==> src/rtl/spi_xfer_pkg.sv <==
package spi_xfer_pkg;

    // Run-time mode fields of the serial master.
    typedef struct packed {
        logic en;    // enable
        logic cpol;  // clock idle level
        logic cpha;  // capture phase
        logic lsbf;  // least significant bit first
    } spi_cfg_t;

endpackage

==> src/rtl/spi_baud_tick.sv <==
// Half-period timer: pulses tick once every (div + 1) clocks while run is high.
module spi_baud_tick #(
    parameter int DIV_W = 8
) (
    input  logic             clk,
    input  logic             rst_n,
    input  logic             run,
    input  logic [DIV_W-1:0] div,
    output logic             tick
);

    logic [DIV_W-1:0] cnt_d, cnt_q;

    always_comb begin
        tick = run && (cnt_q == div);
        if (!run || tick) begin
            cnt_d = '0;
        end else begin
            cnt_d = cnt_q + DIV_W'(1);
        end
    end

    always_ff @(posedge clk or negedge rst_n) begin
        if (!rst_n) begin
            cnt_q <= '0;
        end else begin
            cnt_q <= cnt_d;
        end
    end

endmodule

==> src/rtl/spi_word_shifter.sv <==
// One register serves both directions: the outgoing bit leaves one end,
// the captured bit enters the other end.
module spi_word_shifter #(
    parameter int W = 8
) (
    input  logic         clk,
    input  logic         rst_n,
    input  logic         load,
    input  logic [W-1:0] load_val,
    input  logic         shift,
    input  logic         lsb_first,
    input  logic         shin,
    output logic [W-1:0] word,
    output logic         ser_out
);

    logic [W-1:0] word_d, word_q;

    always_comb begin
        word_d = word_q;
        if (load) begin
            word_d = load_val;
        end else if (shift) begin
            if (lsb_first) begin
                word_d = {shin, word_q[W-1:1]};
            end else begin
                word_d = {word_q[W-2:0], shin};
            end
        end
    end

    always_ff @(posedge clk or negedge rst_n) begin
        if (!rst_n) begin
            word_q <= '0;
        end else begin
            word_q <= word_d;
        end
    end

    assign word    = word_q;
    assign ser_out = lsb_first ? word_q[0] : word_q[W-1];

endmodule

==> src/rtl/spi_xfer_master.sv <==
module spi_xfer_master
    import spi_xfer_pkg::*;
#(
    parameter int W     = 8,
    parameter int DIV_W = 8
) (
    input  logic             clk,
    input  logic             rst_n,
    input  logic             cfg_wr,
    input  logic             cfg_enable,
    input  logic             cfg_cpol,
    input  logic             cfg_cpha,
    input  logic             cfg_lsb_first,
    input  logic [DIV_W-1:0] cfg_baud_div,
    input  logic             start,
    input  logic [W-1:0]     tx_data,
    output logic [W-1:0]     rx_data,
    output logic             done,
    output logic             sclk,
    output logic             mosi,
    input  logic             miso,
    output logic             ss_n
);

    localparam int                EDGE_W    = $clog2(2 * W + 1);
    localparam logic [EDGE_W-1:0] LAST_EDGE = EDGE_W'(2 * W);
    localparam logic [EDGE_W-1:0] ONE_EDGE  = EDGE_W'(1);

    typedef struct packed {
        logic              active;
        spi_cfg_t          cfg;
        logic [DIV_W-1:0]  div;
        logic [EDGE_W-1:0] edge_n;
        logic              ph;
        logic              samp;
        logic              done;
        logic [W-1:0]      rx;
    } st_t;

    st_t s_d, s_q;

    logic              tick;
    logic              sh_load;
    logic              sh_shift;
    logic              sh_in;
    logic              ser_bit;
    logic [W-1:0]      sh_word;
    logic [EDGE_W-1:0] k;
    logic              lead;

    spi_baud_tick #(.DIV_W(DIV_W)) u_baud (
        .clk  (clk),
        .rst_n(rst_n),
        .run  (s_q.active),
        .div  (s_q.div),
        .tick (tick)
    );

    spi_word_shifter #(.W(W)) u_shift (
        .clk      (clk),
        .rst_n    (rst_n),
        .load     (sh_load),
        .load_val (tx_data),
        .shift    (sh_shift),
        .lsb_first(s_q.cfg.lsbf),
        .shin     (sh_in),
        .word     (sh_word),
        .ser_out  (ser_bit)
    );

    always_comb begin
        s_d      = s_q;
        s_d.done = 1'b0;
        sh_load  = 1'b0;
        sh_shift = 1'b0;
        sh_in    = s_q.samp;
        k        = s_q.edge_n + ONE_EDGE;
        lead     = k[0];

        if (!s_q.active) begin
            if (cfg_wr) begin
                s_d.cfg.en   = cfg_enable;
                s_d.cfg.cpol = cfg_cpol;
                s_d.cfg.cpha = cfg_cpha;
                s_d.cfg.lsbf = cfg_lsb_first;
                s_d.div      = cfg_baud_div;
            end else if (start && s_q.cfg.en) begin
                s_d.active = 1'b1;
                s_d.edge_n = '0;
                s_d.ph     = 1'b0;
                sh_load    = 1'b1;
            end
        end else if (cfg_wr && !cfg_enable) begin
            // abort: only the enable field of this write is applied
            s_d.active = 1'b0;
            s_d.cfg.en = 1'b0;
            s_d.edge_n = '0;
            s_d.ph     = 1'b0;
        end else if (tick) begin
            if (s_q.edge_n == LAST_EDGE) begin
                s_d.active = 1'b0;
                s_d.done   = 1'b1;
                s_d.rx     = sh_word;
                s_d.ph     = 1'b0;
            end else begin
                s_d.edge_n = k;
                s_d.ph     = ~s_q.ph;
                if (!s_q.cfg.cpha) begin
                    if (lead) begin
                        s_d.samp = miso;
                    end else begin
                        sh_shift = 1'b1;
                    end
                end else if (lead) begin
                    sh_shift = (k != ONE_EDGE);
                end else if (k == LAST_EDGE) begin
                    sh_shift = 1'b1;
                    sh_in    = miso;
                end else begin
                    s_d.samp = miso;
                end
            end
        end
    end

    always_ff @(posedge clk or negedge rst_n) begin
        if (!rst_n) begin
            s_q <= '0;
        end else begin
            s_q <= s_d;
        end
    end

    assign ss_n    = ~s_q.active;
    assign sclk    = s_q.cfg.cpol ^ s_q.ph;
    assign mosi    = ser_bit;
    assign done    = s_q.done;
    assign rx_data = s_q.rx;

endmodule

==> config.mk <==
export PLATFORM = sky130hd
export DESIGN_NAME = spi_xfer_master
export DESIGN_NICKNAME = d
export VERILOG_FILES = /design/src/rtl/spi_xfer_pkg.sv /design/src/rtl/spi_baud_tick.sv /design/src/rtl/spi_word_shifter.sv /design/src/rtl/spi_xfer_master.sv
export SDC_FILE = /design/constraint.sdc
export NUM_CORES = 1
export LEC_CHECK = 0
export CORE_MARGIN = 3
export CORE_UTILIZATION = 25
export DETAILED_ROUTE_END_ITERATION = 8
export HOLD_SLACK_MARGIN = 0.06
export PLACE_DENSITY = 0.52
export RECOVER_POWER = 100
export SLEW_MARGIN = 25
export SYNTH_ARGS = -nofsm -noshare
export SYNTH_HDL_FRONTEND = slang
export SYNTH_SLANG_ARGS = --single-unit
==> constraint.sdc <==
create_clock -name clk -period 2.7 [get_ports clk]
set_input_delay 0.405 -clock clk [delete_from_list [all_inputs] [get_ports clk]]
set_output_delay 0.405 -clock clk [all_outputs]
set_load 0.02 [all_outputs]
==> summary.md <==
| Metric | Value |
|---|---|
| Total power | 1.88 mW |
| Synthesis Warnings | 0 |
| Largest net degree at the start of global routing | 21 |
| Post-Place Cells | 388 |
| Antenna Violating Nets Remaining | 0 |
| RePlAce Congestion | 0.785 |
| Critical Path Fanout Max | 7 |
| Final std cells w/o fill | 397 |
| Remaining DRCs | 0 |
| Clk sinks | 45 |
| Worst Tran Pin Value | 0.864 ns |
| Layout cell share with drive strength beyond 1 | 16.0% |
| Design Area, Final | 3040 um2 |
| 1st-pass router iterations | 5 |
| Final Max Tran Viols | 0 |
| Setup tns final | 0 ns |
| CP required | 2.88 ns |
| Final hold violations | 0 |
| Worst skew pair latency | 0.30 ns |
| # IOs | 37 |
| Number of global-route vias before repair | 1807 |
| Crit Path Class | flip-flop to flip-flop |
| Max-Slew Margin vs Limit | 42.4% |
| Detailed placer's ending HPWL | 4040 um |
| Area Overhead vs Synth | 23.4% |
| Async SR Flop Fraction | 100% |
| Critical Path Start Type | flip-flop |
| Final nets | 296 |
| Synthesis-stage register bit count | 45 |
| Drt via density | 4.55 |
| Die X | 105 um |
| Antenna Diode Count | 0 |
| PortBufs | 36 |
| Global-route wire length before repair | 9200 um |
| Primary FF master, synth | dfrtp_1 |
| Htree depth | 2 |
| Setup violators final | 0 |
| Num rows | 35 |
| Max_cap viols | 0 |
| Fillers | 979 |
| Cell area power density | 620 nW/um2 |
| RSZ-0062 raised after global routing | no |
| Arr. time, crit path | 2.61 ns |
| Peak supply drop | 270 uV |
| Initial Utilization | 26.1% |
| Unique cell type count in the Yosys netlist | 51 |
| Chip height | 105 um |
| EDFF count, synth | 0 |
| Min Tclk post-route | 2.43 ns |
| Register area share after synthesis | 45.8% |
| Worst-path clk slew | 0.09 ns |
| Core area | 9420 um2 |
| Clock tree buffer depth | 2 |
| Post-Place Cell Area | 2950 um2 |
| Gate Count Post-Synth | 231 |
| Antenna violations before repair | 0 |
| Hold crit path type | flip-flop to flip-flop |
| Detailed Route Iter0 Violations | 103 |
| Number of buffers created by CTS | 5 |
| Mapped cell area | 2460 um2 |
| All-Layer GR Usage | 10.3% |
| Status | completed |
| CTS tree | done |
| Final clock period utilization by the worst path | 90.2% |
| Skew final | 0.0149 ns |
| Max Fclk | 411 MHz |
| P_leak | 1.32 nW |
| Clk root buf | clkbuf_8 |
| Syn Area/Cell | 10.7 um2 |
| Setup crit end kind | flip-flop |
| Routed len/inst | 13.8 um |
| Post-CTS setup buffer count | 0 |
| Die area | 11100 um2 |
| Post-Syn Nets | 260 |
| Routed WL | 5470 um |
| Total gr overflow | 0 |
| DR vias | 1806 |
==> layout make-up <==
type	instances	area [um2]	share of cell area [%]
repair buffers	45	407	13.4
clock inverters	1	30.0	0.989
inverters	6	22.5	0.742
flip-flops and latches	45	1130	37.1
clock buffers	7	86.3	2.84
well taps	129	161	5.32
multi-input cells	164	1200	39.6
==> cells by family after synthesis <==
kind of cell	count (synthesis)	share of synthesized area, %
AOI/OAI and AO/OA	42	11.5
muxes	32	14.3
xor gates and xnor gates	17	6.05
and+or+nand+nor	69	15.7
DFF	45	45.8
buffers and inverters	22	4.63
adders and majority gates	4	2.03
==> worst paths after layout <==
kind,startpoint,end,slack [ns],cells past startpoint
worst max-delay path,s_q[12]$_DFFE_PN0P_,u_shift.word[1]$_DFFE_PN0P_,0.27,7
max in group asynchronous,rst_n,u_baud.cnt_q[3]$_DFF_PN0_,0.85,3
worst min-delay path,rx_data[3]$_DFFE_PN0P_,rx_data[3]$_DFFE_PN0P_,0.51,1
min in group asynchronous,rst_n,s_q[9]$_DFFE_PN0P_,0.72,2
worst max register to register,s_q[12]$_DFFE_PN0P_,u_shift.word[1]$_DFFE_PN0P_,0.27,7
worst min register to register,rx_data[3]$_DFFE_PN0P_,rx_data[3]$_DFFE_PN0P_,0.51,1
==> through the flow <==
stage               hold WS [ns]  setup slack, ns  utilization, %
floorplan                  0.109            0.403               -
global placement           0.342            0.306            31.3
detailed placement         0.342            0.265            31.3
CTS                        0.518            0.233            32.6
global route               0.525           0.0361            32.3
finish                     0.506            0.265            32.3
==> cells in the final DEF (no fill, tap or decap), drive strengths merged, types with 3 or more instances in the layout <==
| cell type | n |
|---|---|
| nand3 | 8 |
| mux2 | 25 |
| buf | 3 |
| and3 | 5 |
| o21ai | 15 |
| clkbuf | 13 |
| clkdlybuf4s50 | 22 |
| a211oi | 3 |
| inv | 6 |
| mux2i | 7 |
| or2 | 3 |
| dlygate4sd3 | 14 |
| xor2 | 13 |
| nand2 | 19 |
| nor2 | 14 |
| nand2b | 3 |
| a21oi | 6 |
| dfrtp | 45 |
| ha | 4 |
| xnor2 | 4 |
==> synth_stat cells (6+ instances only) <==
library cell  count  area (um2)
inv_1             6        22.5
a21oi_1           6        30.0
nand3_1           8        40.0
o21ai_0          15        75.1
mux2_2           25         282
mux2i_1           7        70.1
xor2_1           13         114
buf_4             8        60.1
nand2_1          19        71.3
dfrtp_1          45        1130
nor2_1           13        48.8
==> where the power goes <==
group	internal (mW)	switching, mW
registers	0.781	0.124
logic	0.233	0.202
clock network	0.302	0.240
==> critical path, stage by stage (launching register included) <==
cell	delay, ns
dfrtp_1	0.46
ha_1	0.29
and2_1	0.22
and3_1	0.19
o21ai_0	0.26
a211oi_1	0.18
nor2_2	0.34
mux2_2	0.38
==> layer usage <==
| metal | wire length [um] | track usage, % | vias up |
|---|---|---|---|
| met2 | 2480 | 15.8 | 48 |
| met5 | 0 | 0 | - |
| met3 | 292 | 2.20 | 11 |
| met1 | 2600 | 14.4 | 860 |
| met4 | 88 | 3.37 | 0 |
| li1 | - | - | 887 |
==> repair_timing <==
item	4_1_cts	5_1_grt
hold buffers	1	0
endpoints found under the hold margin	12	0
resized for setup	0	0
==> state kept, by name, indices dropped and copies added, names as in the netlist <==
name          flops
done              1
rx_data           8
s_q              20
u_baud.cnt_q      8
u_shift.word      8
No activity file was read; power rests on OpenSTA's default activity.
